--- src/rtl/vclamp_pkg.sv ---
`timescale 1ns/1ps
package vclamp_pkg;

    localparam int unsigned BYTE_W = 8;

    typedef enum logic [1:0] {
        SZ_B8  = 2'd0,
        SZ_B16 = 2'd1,
        SZ_B32 = 2'd2,
        SZ_B64 = 2'd3
    } lane_sz_e;

    typedef enum logic {
        ST_EMPTY = 1'b0,
        ST_FULL  = 1'b1
    } out_st_e;

    // Byte-offset mask inside a lane: bytes per lane minus one.
    function automatic logic [2:0] lane_mask(input lane_sz_e s);
        logic [2:0] m;
        unique case (s)
            SZ_B8:   m = 3'd0;
            SZ_B16:  m = 3'd1;
            SZ_B32:  m = 3'd3;
            SZ_B64:  m = 3'd7;
            default: m = 3'd0;
        endcase
        return m;
    endfunction

endpackage

--- src/rtl/vclamp_byte_cmp.sv ---
`timescale 1ns/1ps
module vclamp_byte_cmp
    import vclamp_pkg::*;
(
    input  logic [BYTE_W-1:0] a,
    input  logic [BYTE_W-1:0] b,
    output logic              gt,
    output logic              eq
);

    assign gt = (a > b);
    assign eq = (a == b);

endmodule

--- src/rtl/vclamp_lane_gt.sv ---
`timescale 1ns/1ps
// Unsigned a > b per lane, with the lane width chosen at run time.
// Byte flags are chained from each lane's low byte to its high byte.
// The lane's flag is then copied to every byte of that lane.
module vclamp_lane_gt
    import vclamp_pkg::*;
#(
    parameter int unsigned NB = 32
) (
    input  lane_sz_e             size,
    input  logic [NB*BYTE_W-1:0] a,
    input  logic [NB*BYTE_W-1:0] b,
    output logic [NB-1:0]        gt
);

    localparam int unsigned IW = (NB > 1) ? $clog2(NB) : 1;

    logic [NB-1:0] byte_gt;
    logic [NB-1:0] byte_eq;
    logic [NB-1:0] chain;

    generate
        for (genvar i = 0; i < NB; i++) begin : g_byte
            vclamp_byte_cmp u_cmp (
                .a  (a[i*BYTE_W +: BYTE_W]),
                .b  (b[i*BYTE_W +: BYTE_W]),
                .gt (byte_gt[i]),
                .eq (byte_eq[i])
            );
        end
    endgenerate

    // Ripple from low byte to high byte, restarting at each lane base.
    always_comb begin
        logic [2:0] lm;
        logic       prev;
        logic       base;
        lm    = lane_mask(size);
        prev  = 1'b0;
        chain = '0;
        for (int i = 0; i < NB; i++) begin
            base     = ((3'(i) & lm) == 3'd0);
            chain[i] = byte_gt[i] | (byte_eq[i] & prev & ~base);
            prev     = chain[i];
        end
    end

    // The verdict sits in the lane's top byte; copy it lane-wide.
    always_comb begin
        logic [IW-1:0] top;
        for (int i = 0; i < NB; i++) begin
            top   = IW'(i) | IW'(lane_mask(size));
            gt[i] = chain[top];
        end
    end

endmodule

--- src/rtl/vclamp_ctrl.sv ---
`timescale 1ns/1ps
module vclamp_ctrl
    import vclamp_pkg::*;
(
    input  logic clk,
    input  logic rst,
    input  logic valid_in,
    output logic load,
    output logic valid_out
);

    out_st_e st_q;
    out_st_e st_d;

    always_ff @(posedge clk) begin
        if (rst) begin
            st_q <= ST_EMPTY;
        end else begin
            st_q <= st_d;
        end
    end

    always_comb begin
        st_d = st_q;
        unique case (st_q)
            ST_EMPTY: if (valid_in)  st_d = ST_FULL;   // capture
            ST_FULL:  if (!valid_in) st_d = ST_EMPTY;  // drain (refill stays)
            default:  st_d = ST_EMPTY;
        endcase
    end

    always_comb begin
        load      = valid_in;
        valid_out = (st_q == ST_FULL);
    end

endmodule

--- src/rtl/vclamp_unit.sv ---
`timescale 1ns/1ps
module vclamp_unit
    import vclamp_pkg::*;
#(
    parameter int unsigned VEC_W = 256
) (
    input  logic             clk,
    input  logic             rst,
    input  logic             valid_in,
    input  logic [1:0]       size_in,
    input  logic [VEC_W-1:0] lo_in,
    input  logic [VEC_W-1:0] hi_in,
    input  logic [VEC_W-1:0] data_in,
    output logic             valid_out,
    output logic [VEC_W-1:0] result_out
);

    localparam int unsigned NB = VEC_W / BYTE_W;

    generate
        if ((VEC_W % 64) != 0 || VEC_W == 0) begin : g_bad_width
            $error("VEC_W must be a non-zero multiple of 64");
        end
    endgenerate

    lane_sz_e         sz;
    logic [NB-1:0]    data_above_lo;
    logic [NB-1:0]    raised_above_hi;
    logic [VEC_W-1:0] raised;
    logic [VEC_W-1:0] clamped;
    logic [VEC_W-1:0] res_q;
    logic             load;

    assign sz = lane_sz_e'(size_in);

    // Step one: raise to the lower bound.
    vclamp_lane_gt #(.NB(NB)) u_lo_cmp (
        .size (sz),
        .a    (data_in),
        .b    (lo_in),
        .gt   (data_above_lo)
    );

    // Step two: lower to the upper bound (decides inverted bounds).
    vclamp_lane_gt #(.NB(NB)) u_hi_cmp (
        .size (sz),
        .a    (raised),
        .b    (hi_in),
        .gt   (raised_above_hi)
    );

    generate
        for (genvar i = 0; i < NB; i++) begin : g_mux
            assign raised[i*BYTE_W +: BYTE_W]  = data_above_lo[i]
                                               ? data_in[i*BYTE_W +: BYTE_W]
                                               : lo_in[i*BYTE_W +: BYTE_W];
            assign clamped[i*BYTE_W +: BYTE_W] = raised_above_hi[i]
                                               ? hi_in[i*BYTE_W +: BYTE_W]
                                               : raised[i*BYTE_W +: BYTE_W];
        end
    endgenerate

    vclamp_ctrl u_ctrl (
        .clk       (clk),
        .rst       (rst),
        .valid_in  (valid_in),
        .load      (load),
        .valid_out (valid_out)
    );

    always_ff @(posedge clk) begin
        if (rst) begin
            res_q <= '0;
        end else if (load) begin
            res_q <= clamped;
        end
    end

    assign result_out = res_q;

endmodule

--- config.mk ---
export PLATFORM = sky130hd
export DESIGN_NAME = vclamp_unit
export DESIGN_NICKNAME = d
export VERILOG_FILES = /design/src/rtl/vclamp_pkg.sv /design/src/rtl/vclamp_byte_cmp.sv /design/src/rtl/vclamp_lane_gt.sv /design/src/rtl/vclamp_ctrl.sv /design/src/rtl/vclamp_unit.sv
export SDC_FILE = /design/constraint.sdc
export NUM_CORES = 2
export LEC_CHECK = 0
export CORE_AREA = 2 2 406 408
export CTS_CLUSTER_DIAMETER = 60
export DETAILED_ROUTE_END_ITERATION = 6
export DIE_AREA = 0 0 408 410
export DONT_BUFFER_PORTS = 1
export SYNTH_ARGS = -nofsm -noshare
export SYNTH_HDL_FRONTEND = slang
export SYNTH_SLANG_ARGS = --single-unit
--- constraint.sdc ---
create_clock -name clk -period 8.65 [get_ports clk]
set_clock_uncertainty 0.2 [all_clocks]
set_input_delay 2.595 -clock clk [delete_from_list [all_inputs] [get_ports clk]]
set_output_delay 2.595 -clock clk [all_outputs]
set_load 0.02 [all_outputs]
Word level (Yosys, flattened, before mapping)

Cells that the tools add are included.

Output and inout port bits: 257
Input port bits: 773
Word-level logic and storage cells: 514
Register bits after elaboration: 257

Mux-type cells: 178
Eq/ne operators: 59
Order comparisons: 92
Bitwise gates (word level): 175
Reductions and logical operators: 8

Operator list:

| cell                 | number |
|---|---|
| $gt A8 B8 Y1         | 64 |
| $mux W8              | 64 |
| $eq A8 B8 Y1         | 56 |
| $and A1 B1 Y1        | 112 |
| $lt A5 B6 Y1 const B | 14 |
| $mux W1              | 81 |
| $or A1 B1 Y1         | 56 |
| $bmux W1 S2          | 24 |
| $lt A3 B6 Y1 const B | 7 |
| $lt A4 B6 Y1 const B | 7 |
| $bmux W1 S3          | 8 |
| $logic_not A3 Y1     | 7 |
| $pmux W3 S4          | 1 |
| $not A1 Y1           | 7 |
| $eq A2 B2 Y1 const B | 2 |
| $eq A2 B1 Y1 const B | 1 |
| $logic_not A2 Y1     | 1 |

Logic depth before layout (Yosys ltp)

Word-level depth: 52
Mapped depth: 26
Depth with buffers taken out: 23

Cells and area by module

Synthesis repeated with hierarchy kept, for this count alone.

Cell total of the unflattened synthesis: 3616
Area total of the unflattened synthesis: 32190.9 µm²

Modules (own cells, without submodules):

| module                    | cells each | area each (µm²) | instances |
|---|---|---|---|
| vclamp_unit               | 1464       | 15801.4         | 1 |
| vclamp_byte_cmp           | 28         | 220.2           | 64 |
| vclamp_lane_gt (u_hi_cmp) | 187        | 1237.4          | 1 |
| vclamp_lane_gt (u_lo_cmp) | 170        | 1017.2          | 1 |
| vclamp_ctrl               | 3          | 41.3            | 1 |

Worst setup path before layout

Ideal clock, no wire load.

Path kind: input to register
Start point: input lo_in[121]
End point: register res_q[118], in the netlist result_out[118]
Library setup time: 0.116 ns
Data required time: 8.334 ns
Setup slack: 0.883 ns
Path buffers: 1
Stages on the path: 23
Arrival: 7.451 ns
Path through: inv_1 ha_1 nor2b_1 o21a_1 o21ai_0 a21oi_1 a2111oi_2 a31o_2 nor2_2 a221oi_4 mux2_2 ha_1 nor2b_1 o21a_1 o21a_1 o311ai_1 o21ai_1 a41oi_2 o21ai_1 a21oi_1 buf_2 o41ai_1 a31o_2

Cells in the longest elaborated chain, start to end: 32
Elaborated cells on any way between the ends: 66

RTL lines:

| item                                                                  | line              | RTL |
|---|---|---|
| start, declared                                                       | vclamp_unit.sv:11 | `input logic [VEC_W-1:0] lo_in,` |
| parallel branches: the longest is 31 deep, another holds $gt A8 B8 Y1 | -                 |  |
| $mux W8 (*)                                                           | vclamp_unit.sv:58 | `? hi_in[i*BYTE_W +: BYTE_W]` |
| end signal, assigned                                                  | vclamp_unit.sv:75 | `res_q <= clamped;` |
| end, declared                                                         | vclamp_unit.sv:31 | `logic [VEC_W-1:0] res_q;` |

Mark *: on every way between the ends. The select of a mux whose other input is x is not followed.
A chain may end at the register's enable or synchronous reset.

Final worst setup path

Start point: input lo_in[219]
End point: register res_q[234], in the netlist result_out[234]

Cells in the longest elaborated chain, start to end: 44
Elaborated cells on any way between the ends: 78

RTL lines:

| item                                                                  | line |
|---|---|
| parallel branches: the longest is 43 deep, another holds $gt A8 B8 Y1 | - |
| $mux W8 (*)                                                           | vclamp_unit.sv:58 |

Marked as above.

==> results.txt <==
Worst path max stage delay: 0.80 ns
CTS Hold Buffers Added: 0
M1 GR Usage: 0.250
Number of global-route vias before repair: 30.8k
DRC Markers: 0
CTS tree: done
Synth area leader: ha_1
H-tree depth: 2
Tightest hold margin: 0.415 ns
R2R Setup Slk: 7.30 ns
Share of the synthesized area in the top cell type: 0.216
Worst path slowest cell: a221oi_4
Global Route Usage Sum: 0.214
Worst Tran Pin Value: 1.12 ns
Sequential element share of the synthesized area: 0.173
Share of post-route cells with drive strength above 1: 0.209
Gate count of the mapped netlist: 3680
Critical Path Stages: 23
Setup violators final: 0
Initial DRT Pass Iterations: 5
Max_cap viols: 0
Mapped Nets: 4965
Synth top area cells: ha_1 22%, dfxtp_1 17%, inv_1 7.2%
CP Capture Point: result_out[234]
Worst rel slew slack: 0.254
Post-route ant nets: 0
Post-synth EDFFs: 0
Largest net degree at the start of global routing: 81
RSZ-0062 raised after global routing: false
Slew Viols, Final: 0
Row Count: 149
Num CTS Buffers: 55
Root buffer cell: clkbuf_16
CP endpoint kind: flip-flop
Clk sink count: 257
Worst setup path start: lo_in[219]
Die Area: 0.167 mm2
Hold Violations, Final: 0
Synth cell types: 109
Average size of a mapped cell: 8.06 um2
Post-synth ARST share: 0
Cells on worst reg2reg path: 3
Port Buf Inserts: 0
Final Power: 6.38 mW
1st-iter DRT viols: 2542
DRT Wirelength: 188000 um
Hold Path Class: flip-flop to flip-flop
Post-synthesis cell area: 0.0297 mm2
Peak VDD IR: 0.000148 V
Busiest layer in global routing: met2
First-pass GRT wire length: 253000 um
Chip Width: 408 um
R2R Path End: result_out[86]
F_max: 119 MHz
Arrival @ worst endpoint: 8.73 ns
Crit-path max FO: 17
FILL cells: 18.0k
Crit-path cells: inv_1 -> ha_1 -> nand4_1 -> a311oi_1 -> a32o_1 -> a211oi_4 -> a211o_1 -> o211ai_4 -> nand2_2 -> buf_4 -> a21oi_4 -> mux2i_1 -> inv_1 -> ha_1 -> nand4_1 -> or2_2 -> nor2_1 -> a21oi_1 -> a211o_2 -> a221oi_4 -> nor3_4 -> buf_4 -> a221o_1
Clock tree buffer depth: 3
Top_reg_cell synth: dfxtp_1
Detailed placer's ending HPWL: 164000 um
Critical path class: input pin to flip-flop
#FFs+latches synth: 257
Crit share post-route: 0.972
Avg WL per Cell: 29.8 um
Via count: 31.7k
Clock-pin slew on the worst setup and hold paths: 0.05 ns
Status: completed
Required time of the critical path: 8.97 ns
GPL Wtd Cong: 1.07
Fin crit period: 8.41 ns
Startpoint type of the worst setup path: input pin
Worst Path Buf+Inv: 4
Yosys warns: 0
Met2 global-route usage: 0.344
DR vias/cell: 5.03
Initial antenna violation count: 41
Die height: 410 um
Global route overflow: 0
Power per standard cell area: 170 mW/mm2
Number of nets in the layout: 5333
Ports: 1030
Top delay family on crit path: compound AO/OA/AOI/OAI gates
CORE AREA: 0.163 mm2
Worst-Skew Late Latency: 0.65 ns
Initial core utilization: 0.181
Synthesis-to-layout area growth: 26.7%
GRT met3 Usage: 0.0928
Static Leak: 17.9 nW
Reg-to-reg startpoint: result_out[86]
-- power by group --
group	leakage, nW	internal, mW	switching, mW	total (mW)
registers	2.12	1.35	0.452	1.80
clock network	0.892	1.32	0.872	2.19
logic	14.8	1.12	1.28	2.39
-- cells by family (layout without fill, tap and decap cells) --
family | Yosys count | after routing | synth area share
compound gates | 1065 | 1065 | 0.272
simple gates | 894 | 894 | 0.154
buf+inv | 707 | 1117 | 0.0933
fa+ha+maj | 512 | 512 | 0.216
flops | 257 | 257 | 0.173
mux | 245 | 245 | 0.0912
other cells | 0 | 22 | 0
-- synthesized netlist by cell type (10+ instances only) --
cell and number:
a211o_1 17, a211oi_1 34, a21o_1 80, a21oi_1 182, a221o_1 68, a22o_1 26
a22oi_1 27, a31o_2 39, a32o_1 24, a32oi_1 16, and2_1 26, and3_1 60
buf_1 11, buf_2 20, clkbuf_1 88, dfxtp_1 257, ha_1 512, inv_1 572
mux2_2 129, mux2_4 15, mux2i_1 99, nand2_1 211, nand2b_1 30, nand3_1 71
nand4_1 126, nor2_1 156, nor2b_1 58, nor3_1 77, o211a_1 10, o211ai_1 58
o21a_1 49, o21ai_0 154, o21ai_1 21, o21bai_1 11, o221ai_1 64, o31a_1 10
o31ai_1 19, o41ai_1 23, or2_2 23, or3_1 11
-- worst min path at each step --
stage | depth (start not counted) | to | from
2_1_floorplan | 2 | result_out[185] | result_out[185]
3_3_place_gp | 2 | result_out[201] | result_out[201]
3_5_place_dp | 2 | result_out[201] | result_out[201]
4_1_cts | 2 | result_out[201] | result_out[201]
5_1_grt | 2 | result_out[186] | result_out[186]
6_report | 2 | result_out[201] | result_out[201]
-- cell type report --
type                    count  area (um2)  area share
multi-input cells        2716       21900       0.582
clock buffers              62        1480      0.0392
well taps                2189        2740      0.0729
diodes                     22        55.1     0.00146
inverters                 574        2160      0.0575
flip-flops and latches    257        5140       0.137
repair buffers            444        3800       0.101
clock inverters            37         348     0.00925
-- repair_timing --
action / CTS / global route
endpoints found under the setup margin: 77 / 125
gates resized for setup: 3 / 9
setup buffers: 0 / 5
endpoints found under the hold margin: 0 / 0
pin swaps: 0 / 3
-- per-layer routing --
metal  share of wire  up-vias
met5          0.0013        -
met4           0.046       34
met3            0.11      377
met2            0.45     1522
met1            0.39    15271
li1                -    14469
-- tightest hold or removal path, cell delays in order, from the launching register on --
cell	delay, ns
dfxtp_1	0.37
nand2_1	0.09
o221ai_1	0.09
-- per-stage QoR --
step | instances | utilization | area, um2 | TNS [ns] | setup WS (ns)
after global placement | 6175 | 0.218 | 35600 | -116.34 | -0.972
after CTS | 6274 | 0.229 | 37400 | 0 | 0.0232
final | 6301 | 0.230 | 37600 | 0 | 0.243
after detailed placement | 6175 | 0.218 | 35600 | -117.65 | -0.974
after floorplan | 3680 | - | 29700 | 0 | 0.883
after global routing | 6283 | 0.230 | 37500 | 0 | 0.000148
-- sequential cells by signal, indices dropped and copies added, names as in the netlist --
register          flops
u_ctrl.valid_out      1
result_out          256
-- cell usage in the layout (no fill, tap or decap), types with 11 or more instances in the layout --
cell,synthesis,routed
nor2b_1,58,58
nand4_1,126,126
diode_2,0,22
nand3_1,71,71
clkbuf_16,0,57
or2_2,23,23
a22oi_1,27,27
ha_1,512,512
o211ai_1,58,58
mux2_4,15,15
a211o_1,17,17
a211oi_1,34,30
o41ai_1,23,22
o21a_1,49,49
buf_12,0,37
a32oi_1,16,16
dfxtp_1,257,257
o221ai_1,64,64
o21ai_0,154,152
a31o_2,39,39
inv_1,572,569
or3_1,11,11
inv_6,0,12
a32o_1,24,24
nor3_1,77,77
a21o_1,80,80
a22o_1,26,25
a21oi_1,182,181
and3_1,60,60
nor2_1,156,151
mux2i_1,99,99
buf_4,3,407
nand2b_1,30,30
and2_1,26,26
mux2_2,129,129
o21ai_1,21,22
a221o_1,68,68
nand2_1,211,208
o31ai_1,19,18
No activity file was read; power rests on OpenSTA's default activity.
